`src/rtl/tblx_pkg.sv`:
```
package tblx_pkg;
    localparam int PTR_W  = 21;
    localparam int DATA_W = 8;
    localparam int WORD_W = 16;
    localparam int MODE_W = 2;
    // upper code of table-transfer words: bits above bit 2 must read 1
    localparam logic [WORD_W-4:0] XFER_CODE = 13'h0001;

    typedef enum logic [MODE_W-1:0] {
        MODE_KEEP     = 2'b00,
        MODE_POST_INC = 2'b01,
        MODE_POST_DEC = 2'b10,
        MODE_PRE_INC  = 2'b11
    } step_mode_e;

    typedef enum logic [1:0] {
        PH_IDLE   = 2'd0,
        PH_ACCESS = 2'd1,
        PH_FINISH = 2'd2
    } phase_e;

    typedef enum logic {
        STAGE_PRE  = 1'b0,
        STAGE_POST = 1'b1
    } stage_e;

    typedef struct packed {
        phase_e              phase;
        step_mode_e          mode;
        logic                is_wr;
        logic [PTR_W-1:0]    ptr;
        logic [DATA_W-1:0]   lat;
        logic [PTR_W-1:0]    addr;
        logic [DATA_W-1:0]   wdata;
        logic                rd;
        logic                wr;
        logic                done;
    } ctrl_state_t;
endpackage

```
`src/rtl/tblx_decode.sv`:
```
module tblx_decode
    import tblx_pkg::*;
#(
    parameter int WORD_BITS = WORD_W
) (
    input  logic [WORD_BITS-1:0] word,
    output logic                 hit,
    output logic                 is_wr,
    output step_mode_e           mode
);
    localparam int CODE_LSB = 3;

    always_comb begin
        hit   = (word[WORD_BITS-1:CODE_LSB] == XFER_CODE);
        is_wr = word[2];
        mode  = step_mode_e'(word[MODE_W-1:0]);
    end
endmodule

```
`src/rtl/tblx_ptr_step.sv`:
```
module tblx_ptr_step
    import tblx_pkg::*;
#(
    parameter int     AW    = PTR_W,
    parameter stage_e STAGE = STAGE_PRE
) (
    input  logic [AW-1:0] cur,
    input  step_mode_e    mode,
    output logic [AW-1:0] nxt
);
    localparam logic [AW-1:0] ONE = AW'(1);

    logic [AW-1:0] plus_one;
    logic [AW-1:0] minus_one;

    always_comb begin
        plus_one  = cur + ONE;
        minus_one = cur - ONE;
    end

    generate
        if (STAGE == STAGE_PRE) begin : g_pre
            always_comb begin
                nxt = (mode == MODE_PRE_INC) ? plus_one : cur;
            end
        end else begin : g_post
            always_comb begin
                unique case (mode)
                    MODE_POST_INC: nxt = plus_one;
                    MODE_POST_DEC: nxt = minus_one;
                    default:       nxt = cur;
                endcase
            end
        end
    endgenerate
endmodule

```
`src/rtl/tbl_xfer_ctrl.sv`:
```
module tbl_xfer_ctrl
    import tblx_pkg::*;
(
    input  logic              clk,
    input  logic              rst_n,
    input  logic              cmd_valid,
    input  logic [WORD_W-1:0] cmd_word,
    input  logic              ptr_ld,
    input  logic [PTR_W-1:0]  ptr_ld_val,
    input  logic              lat_ld,
    input  logic [DATA_W-1:0] lat_ld_val,
    input  logic [DATA_W-1:0] mem_rdata,
    output logic [PTR_W-1:0]  mem_addr,
    output logic              mem_rd,
    output logic              mem_wr,
    output logic [DATA_W-1:0] mem_wdata,
    output logic [PTR_W-1:0]  ptr,
    output logic [DATA_W-1:0] latch,
    output logic              busy,
    output logic              done
);
    ctrl_state_t st_q, st_d;

    logic       dec_hit;
    logic       dec_wr;
    step_mode_e dec_mode;
    logic [PTR_W-1:0] pre_ptr;
    logic [PTR_W-1:0] post_ptr;
    logic       take_cmd;

    tblx_decode #(.WORD_BITS(WORD_W)) u_dec (
        .word  (cmd_word),
        .hit   (dec_hit),
        .is_wr (dec_wr),
        .mode  (dec_mode)
    );

    tblx_ptr_step #(.AW(PTR_W), .STAGE(STAGE_PRE)) u_pre (
        .cur  (st_q.ptr),
        .mode (dec_mode),
        .nxt  (pre_ptr)
    );

    tblx_ptr_step #(.AW(PTR_W), .STAGE(STAGE_POST)) u_post (
        .cur  (st_q.ptr),
        .mode (st_q.mode),
        .nxt  (post_ptr)
    );

    always_comb begin
        take_cmd = (st_q.phase == PH_IDLE) && cmd_valid && dec_hit;
        st_d      = st_q;
        st_d.rd   = 1'b0;
        st_d.wr   = 1'b0;
        st_d.done = 1'b0;
        unique case (st_q.phase)
            PH_IDLE: begin
                if (take_cmd) begin
                    st_d.phase = PH_ACCESS;
                    st_d.mode  = dec_mode;
                    st_d.is_wr = dec_wr;
                    st_d.ptr   = pre_ptr;
                    st_d.addr  = pre_ptr;
                    st_d.wdata = st_q.lat;
                    st_d.rd    = ~dec_wr;
                    st_d.wr    = dec_wr;
                end else begin
                    if (ptr_ld) st_d.ptr = ptr_ld_val;
                    if (lat_ld) st_d.lat = lat_ld_val;
                end
            end
            PH_ACCESS: begin
                st_d.phase = PH_FINISH;
            end
            PH_FINISH: begin
                st_d.phase = PH_IDLE;
                st_d.done  = 1'b1;
                st_d.ptr   = post_ptr;
                if (!st_q.is_wr) st_d.lat = mem_rdata;
            end
            default: st_d.phase = PH_IDLE;
        endcase
    end

    always_ff @(posedge clk) begin
        if (!rst_n) begin
            st_q <= '{phase: PH_IDLE, mode: MODE_KEEP, default: '0};
        end else begin
            st_q <= st_d;
        end
    end

    always_comb begin
        mem_addr  = st_q.addr;
        mem_rd    = st_q.rd;
        mem_wr    = st_q.wr;
        mem_wdata = st_q.wdata;
        ptr       = st_q.ptr;
        latch     = st_q.lat;
        busy      = (st_q.phase != PH_IDLE);
        done      = st_q.done;
    end
endmodule

```
`config.mk`:
```
export PLATFORM = sky130hd
export DESIGN_NAME = tbl_xfer_ctrl
export DESIGN_NICKNAME = d
export VERILOG_FILES = /design/src/rtl/tblx_pkg.sv /design/src/rtl/tblx_decode.sv /design/src/rtl/tblx_ptr_step.sv /design/src/rtl/tbl_xfer_ctrl.sv
export SDC_FILE = /design/constraint.sdc
export NUM_CORES = 1
export LEC_CHECK = 0
export BUFFER_PORTS_ARGS = -buffer_cell sky130_fd_sc_hd__clkbuf_2
export CAP_MARGIN = 20
export CORE_MARGIN = 1.5
export CORE_UTILIZATION = 48
export DETAILED_ROUTE_END_ITERATION = 12
export GPL_TIMING_DRIVEN = 0
export PLACE_DENSITY = 0.82
export SETUP_SLACK_MARGIN = 0.1
export SLEW_MARGIN = 20
export SYNTH_ARGS = -nofsm -noshare
export SYNTH_HDL_FRONTEND = slang
export SYNTH_SLANG_ARGS = --single-unit
```
`constraint.sdc`:
```
create_clock -name clk -period 2 [get_ports clk]
set_input_delay 0.4 -clock clk [delete_from_list [all_inputs] [get_ports clk]]
set_output_delay 0.4 -clock clk [all_outputs]
set_load 0.05 [all_outputs]
```
==> flow_metrics.tcl, run 1 <==
set metrics [dict create \
    path_cells "buf_6, inv_4, ha_4, or3b_4, nand4bb_4, o32ai_1, xor2_1, nand2_1, a31oi_1" \
    finalInstanceArea_um2 6880 \
    mostFrequentLayoutCells "clkbuf_2, buf_4, nand2_1" \
    crit_fanout 5 \
    grt_usage_pct 36.1 \
    routed_wl_um 20000 \
    cts_root_buffer "clkbuf_8" \
    final_common_cell "clkbuf_2" \
    rsz0062_at_grt "yes" \
    max_freq_mhz 455 \
    slowest_delay_ps 410 \
    vias_per_cell 6.33 \
    grt_pass1_wl_um 27500 \
    reg2reg_from "ptr[0]" \
    worstPathArrival_ps 2500 \
    power.density_nw_per_um2 550 \
    fin_crit_sh_pct 110 \
    synth_area_leader_cell "dfxtp_1" \
    dieArea_um2 9940 \
    synth_cells 597 \
    ctsLongestPathBuffers 2 \
    final_nets 860 \
    placed_area_um2 5330 \
    critical_path_class "flop to flop" \
    ys.flop_type "dfxtp_1" \
    area_growth_pct 53.1 \
    first_iter_violations 629 \
    num_vias 5797 \
    die_w_um 99.7 \
    synth_area_um2 4490 \
    clock_latency_ps 370 \
    cts_tree "done" \
    drv_slew 0 \
    worstReg2RegEnd "ptr[18]" \
    leakage_nw 3.01 \
    clk_pin_slew_ps 90 \
    min_path_type "input port to flop" \
    ioPinCount 120 \
    r2r_slack_ps -200 \
    synth.area.top_cells "dfxtp_1, buf_4, nand2_1" \
    final_util_pct 75.1 \
    place_congestion 0.970 \
    dr.pass1.iters 6 \
    synth_edf_count 0 \
    async_flop_share_pct 0 \
    num_rows 35 \
    overflow 0 \
    initial_core_util_pct 49.1 \
    htree_levels 3 \
    fin_setup_tns_ps -1880 \
    slowest_stage "or3b_4" \
    grt_pass1_vias 5012 \
    worst_slew_pin_slew_ps 856 \
    drive_gt1_share_pct 49.6 \
    num_antenna_cells 0 \
    synth_top_area_share_pct 29.4 \
    final_antenna_net_count 0 \
    hp-start "cmd_word[1]" \
    grt_max_degree 13 \
    avgSynthCellArea_um2 7.52 \
    wl_per_cell_um 21.8 \
    hold_viol_final 0 \
    holdPathEnd "st_q[63]" \
    antenna_found_initial 0 \
    post-dp-hpwl_um 12100 \
    max_slew_margin_pct 42.9 \
    finalSetupViolCount 17 \
    ys_ff_latch 66 \
    maxCapViolCount 0 \
    violations "negative setup slack" \
    run_status "complete, but fails checks" \
    setup.worst_path.end_class "flop" \
    yosysSeqAreaShare_pct 29.4 \
    yosysWarnings 0 \
    crit_path_start_kind "flop" \
    core_area_um2 9150 \
    synth_nets 657 \
    r2r_cells 9 \
    synth.distinct_cells 65 \
    cp-startpoint "ptr[0]" \
    clock-sinks 66 \
    die_h_um 99.7 \
    ir_worst_vdd_mv 0.396 \
    worstHoldPathCells 3 \
    cp_data_required_time_ps 2300 \
    min_period_ps 2200 \
    portBuffers 118 \
    drc 0 \
    cts_made_buffers 9 \
    fin_ws_ps -196 \
    finClkSkew_ps 14.5 \
]
[cells by family (layout without fill, tap and decap cells)]
logic type | after synthesis | after routing | share of synthesized area [%]
flip-flops | 66 | 66 | 29.4
AO/OA/AOI/OAI | 161 | 161 | 23.5
buffers and inverters | 116 | 324 | 15.8
adder cells (fa/ha/maj) | 2 | 2 | 0.557
AND/OR/NAND/NOR | 231 | 231 | 26.5
multiplexers | 4 | 4 | 0.892
XOR/XNOR | 17 | 17 | 3.32
[timing repair]
action,in CTS,in global routing
pin swaps,24,44
endpoints found under the setup margin,63,57
gates resized for setup,104,80
setup buffers,25,46
gates cloned,0,4
hold buffers,0,0
[cell usage after synthesis (all sizes together), types with 3 or more instances]
cell type   n
xnor2       9
o211ai     14
o22ai       3
nand4      14
nand2      80
o32ai       3
dfxtp      66
xor2        8
o211a       6
o31a        3
clkbuf     30
or3         8
a211oi      8
buf        81
or4         5
and2        5
a31oi      13
a22o        3
a311oi      9
inv         5
and3        6
nand2b      7
o31ai       3
nor2b       3
o21ai      40
a22oi       3
nor4       14
mux2i       4
and4        3
a21oi      42
nor3       20
nand3      20
nor2       40
[registers in the layout (all words and copies together), names as in the netlist]
register	count
mem_rd	1
mem_wr	1
st_q	5
done	1
ptr	21
latch	8
mem_wdata	8
mem_addr	21
[power breakdown]
group,leakage [nW],internal (mW),switching [mW]
sequential,0.545,1.35,0.0411
combinational,2.33,0.329,0.480
clock,0.131,0.962,0.620
total,3.01,2.64,1.14
[layer usage]
layer | vias to the layer above | GRT usage, % | share of wire (%)
li1 | 2512 | - | -
met1 | 2702 | 48.6 | 39
met2 | 455 | 56.1 | 44
met3 | 128 | 5.69 | 10
met4 | 0 | 18.1 | 6.7
met5 | - | 0 | 0
[worst max path at each step]
| stage | to | slack [ps] | cells past startpoint |
|---|---|---|---|
| detailed placement | ptr[15] | -520 | 8 |
| CTS | ptr[20] | -130 | 6 |
| global route | ptr[20] | -270 | 8 |
| floorplan | ptr[20] | 50 | 6 |
| global placement | ptr[15] | -540 | 8 |
| finish | ptr[18] | -200 | 9 |
[final cells by class]
cell class,instances,area [um^2]
Multi-Input combinational cell,415,2920
Fill cell,667,2280
Sequential cell,66,1350
Timing Repair Buffer,192,1260
Buffer,111,922
Tap cell,111,139
Clock inverter,6,138
Clock buffer,10,128
Inverter,5,21.3
[critical path: cells and delay by family, from the launching register on]
family / cells / cell delay (ps)
adder cells (fa/ha/maj): 1 / 120
flip-flops: 1 / 370
buffers and inverters: 2 / 180
AND/OR/NAND/NOR: 3 / 830
AO/OA/AOI/OAI: 2 / 440
XOR/XNOR: 1 / 190
[metrics by stage]
stage               std cells  setup WS (ps)  total power [mW]  hold WS (ps)
floorplan                 597           48.3              1.87           437
global placement          826           -537              2.05           443
detailed placement        826           -525              2.06           447
CTS                       867           -134              3.65           277
global route              916           -267              3.87           286
finish                    916           -196              3.78           258
No activity file was read; power rests on OpenSTA's default activity.
==> inputs of run 2 (changes only) <==
--- a/config.mk
+++ b/config.mk
@@ -7,11 +7,12 @@
 export LEC_CHECK = 0
 export BUFFER_PORTS_ARGS = -buffer_cell sky130_fd_sc_hd__clkbuf_2
 export CAP_MARGIN = 20
+export CORE_ASPECT_RATIO = 1.2
 export CORE_MARGIN = 1.5
 export CORE_UTILIZATION = 48
 export DETAILED_ROUTE_END_ITERATION = 12
 export GPL_TIMING_DRIVEN = 0
-export PLACE_DENSITY = 0.82
+export PLACE_DENSITY = 0.77
 export SETUP_SLACK_MARGIN = 0.1
 export SLEW_MARGIN = 20
 export SYNTH_ARGS = -nofsm -noshare
==> flow_metrics.tcl, run 2 (same netlist as run 1, synthesis figures left out) <==
set metrics [dict create \
    run_status "complete, but fails checks" \
    violations "negative setup slack" \
    cp-startpoint "ptr[0]" \
    num_antenna_cells 0 \
    rsz0062_at_grt "yes" \
    hold_viol_final 0 \
    vias_per_cell 6.03 \
    clkPwrFrac_pct 35.7 \
    final_nets 844 \
    critical_path_class "flop to flop" \
    htree_levels 3 \
    worstPathArrival_ps 2430 \
    place_congestion 0.961 \
    placed_area_um2 5340 \
    num_rows 38 \
    grt_pass1_vias 5000 \
    clock-sinks 66 \
    cp_num_buf_inv 2 \
    finalInstanceArea_um2 6490 \
    slowest_stage "or3b_4" \
    path_cells "buf_6, inv_4, ha_4, or3b_4, nand4bb_4, o31ai_1, nand4_1, o21ai_1, a31oi_1" \
    seqPwrFrac_pct 41.4 \
    max_freq_mhz 459 \
    holdBufCountCts 0 \
    min_path_type "input port to flop" \
    post-dp-hpwl_um 11900 \
    ioPinCount 120 \
    setup.worst_path.end_class "flop" \
    cp_data_required_time_ps 2250 \
    cts_root_buffer "clkbuf_8" \
    finalSetupViolCount 13 \
    grt_pass1_wl_um 26400 \
    finClkSkew_ps 12.7 \
    drv_slew 0 \
    antenna_found_initial 0 \
    crit_cells 9 \
    drc 0 \
    die_w_um 91.3 \
    grt_max_degree 14 \
    routed_wl_um 18400 \
    drive_gt1_share_pct 46.8 \
    switchingPower_mw 1.11 \
    num_vias 5481 \
    met2_usage_pct 58.6 \
    p_sw_share_pct 33.1 \
    fin_ws_ps -180 \
    clock_latency_ps 370 \
    worstReg2RegEnd "ptr[14]" \
    die_h_um 109 \
    r2r_cells 9 \
    crit_fanout 8 \
    r2r_slack_ps -180 \
    initial_core_util_pct 49.4 \
    clk_pin_slew_ps 80 \
    cts_made_buffers 9 \
    wl_per_cell_um 20.2 \
    cts_tree "done" \
    area_growth_pct 44.6 \
    overflow 0 \
    met3_usage_pct 5.93 \
    maxCapViolCount 0 \
    pre_cts_ws_ps -692 \
    ir_worst_vdd_mv 0.383 \
    min_period_ps 2180 \
    cp-endpoint "ptr[14]" \
    final_antenna_net_count 0 \
    worst_slew_pin_slew_ps 812 \
    dieArea_um2 9950 \
    ctsLongestPathBuffers 2 \
    grt_busiest_layer "met2" \
    p_int_mw 2.24 \
    grt_usage_pct 35.1 \
    comb_power_share_pct 22.9 \
    first_iter_violations 562 \
    crit_path_start_kind "flop" \
    slowest_delay_ps 390 \
    fin_hold_ws_ps 245 \
    worstHoldPathCells 2 \
    core_area_um2 9080 \
    power.density_nw_per_um2 516 \
    path_delay_family "simple AND/OR/NAND/NOR gates" \
    leakage_nw 2.80 \
    portBuffers 118 \
    fin_crit_sh_pct 109 \
    mostFrequentLayoutCells "clkbuf_2, buf_4, nand2_1" \
    dr.pass1.iters 5 \
    final_common_cell "clkbuf_2" \
    grt.met1_usage_pct 41.7 \
    reg2reg_from "ptr[0]" \
    max_slew_margin_pct 45.9 \
]
[run 2: cell type report]
class	instances	area (um^2)
plain buffers	111	880
clock buffers	9	124
clock inverters	7	76.3
fillers	722	2590
inverters	5	21.3
multi-input cells	415	2810
flip-flops and latches	66	1350
well taps	120	150
repair buffers	176	1090
[run 2: routing by layer]
layer / vias to the layer above / part of all wire (%)
met4: 0 / 5.3
met5: - / 0
met2: 374 / 47
li1: 2478 / -
met1: 2545 / 38
met3: 84 / 9.9
[run 2: repair_timing]
item | in CTS | in global routing
pin swaps | 28 | 17
endpoints found under the hold margin | 0 | 0
resized for setup | 86 | 56
buffers inserted | 40 | 15
setup endpoints to repair | 64 | 42
gates cloned | 0 | 3
[run 2: how the worst min path moves through the flow]
| stage | startpoint | to | slack [ps] |
|---|---|---|---|
| after floorplan | mem_addr[13] | mem_addr[13] | 440 |
| after global placement | mem_wdata[1] | mem_wdata[1] | 440 |
| after detailed placement | mem_wdata[4] | mem_wdata[4] | 450 |
| after CTS | cmd_word[2] | mem_rd | 230 |
| after global routing | cmd_word[2] | mem_rd | 270 |
| final | cmd_word[2] | mem_rd | 250 |
[run 2: power by group through the flow]
stage | combinational, mW | clock, mW | sequential (mW)
floorplan | 0.461 | 0 | 1.41
CTS | 0.727 | 1.19 | 1.39
detailed placement | 0.639 | 0 | 1.42
global placement | 0.636 | 0 | 1.42
finish | 0.768 | 1.20 | 1.39
global route | 0.804 | 1.24 | 1.39
[run 2: through the flow]
| stage | total power [mW] | cells | TNS, ps | util, % |
|---|---|---|---|---|
| 4_1_cts | 3.30 | 891 | -757 | 67.7 |
| 3_3_place_gp | 2.05 | 835 | -22850 | 58.8 |
| 6_report | 3.35 | 909 | -1130 | 71.5 |
| 2_1_floorplan | 1.87 | 597 | 0 | - |
| 5_1_grt | 3.44 | 909 | -2040 | 71.5 |
| 3_5_place_dp | 2.06 | 835 | -26540 | 58.8 |
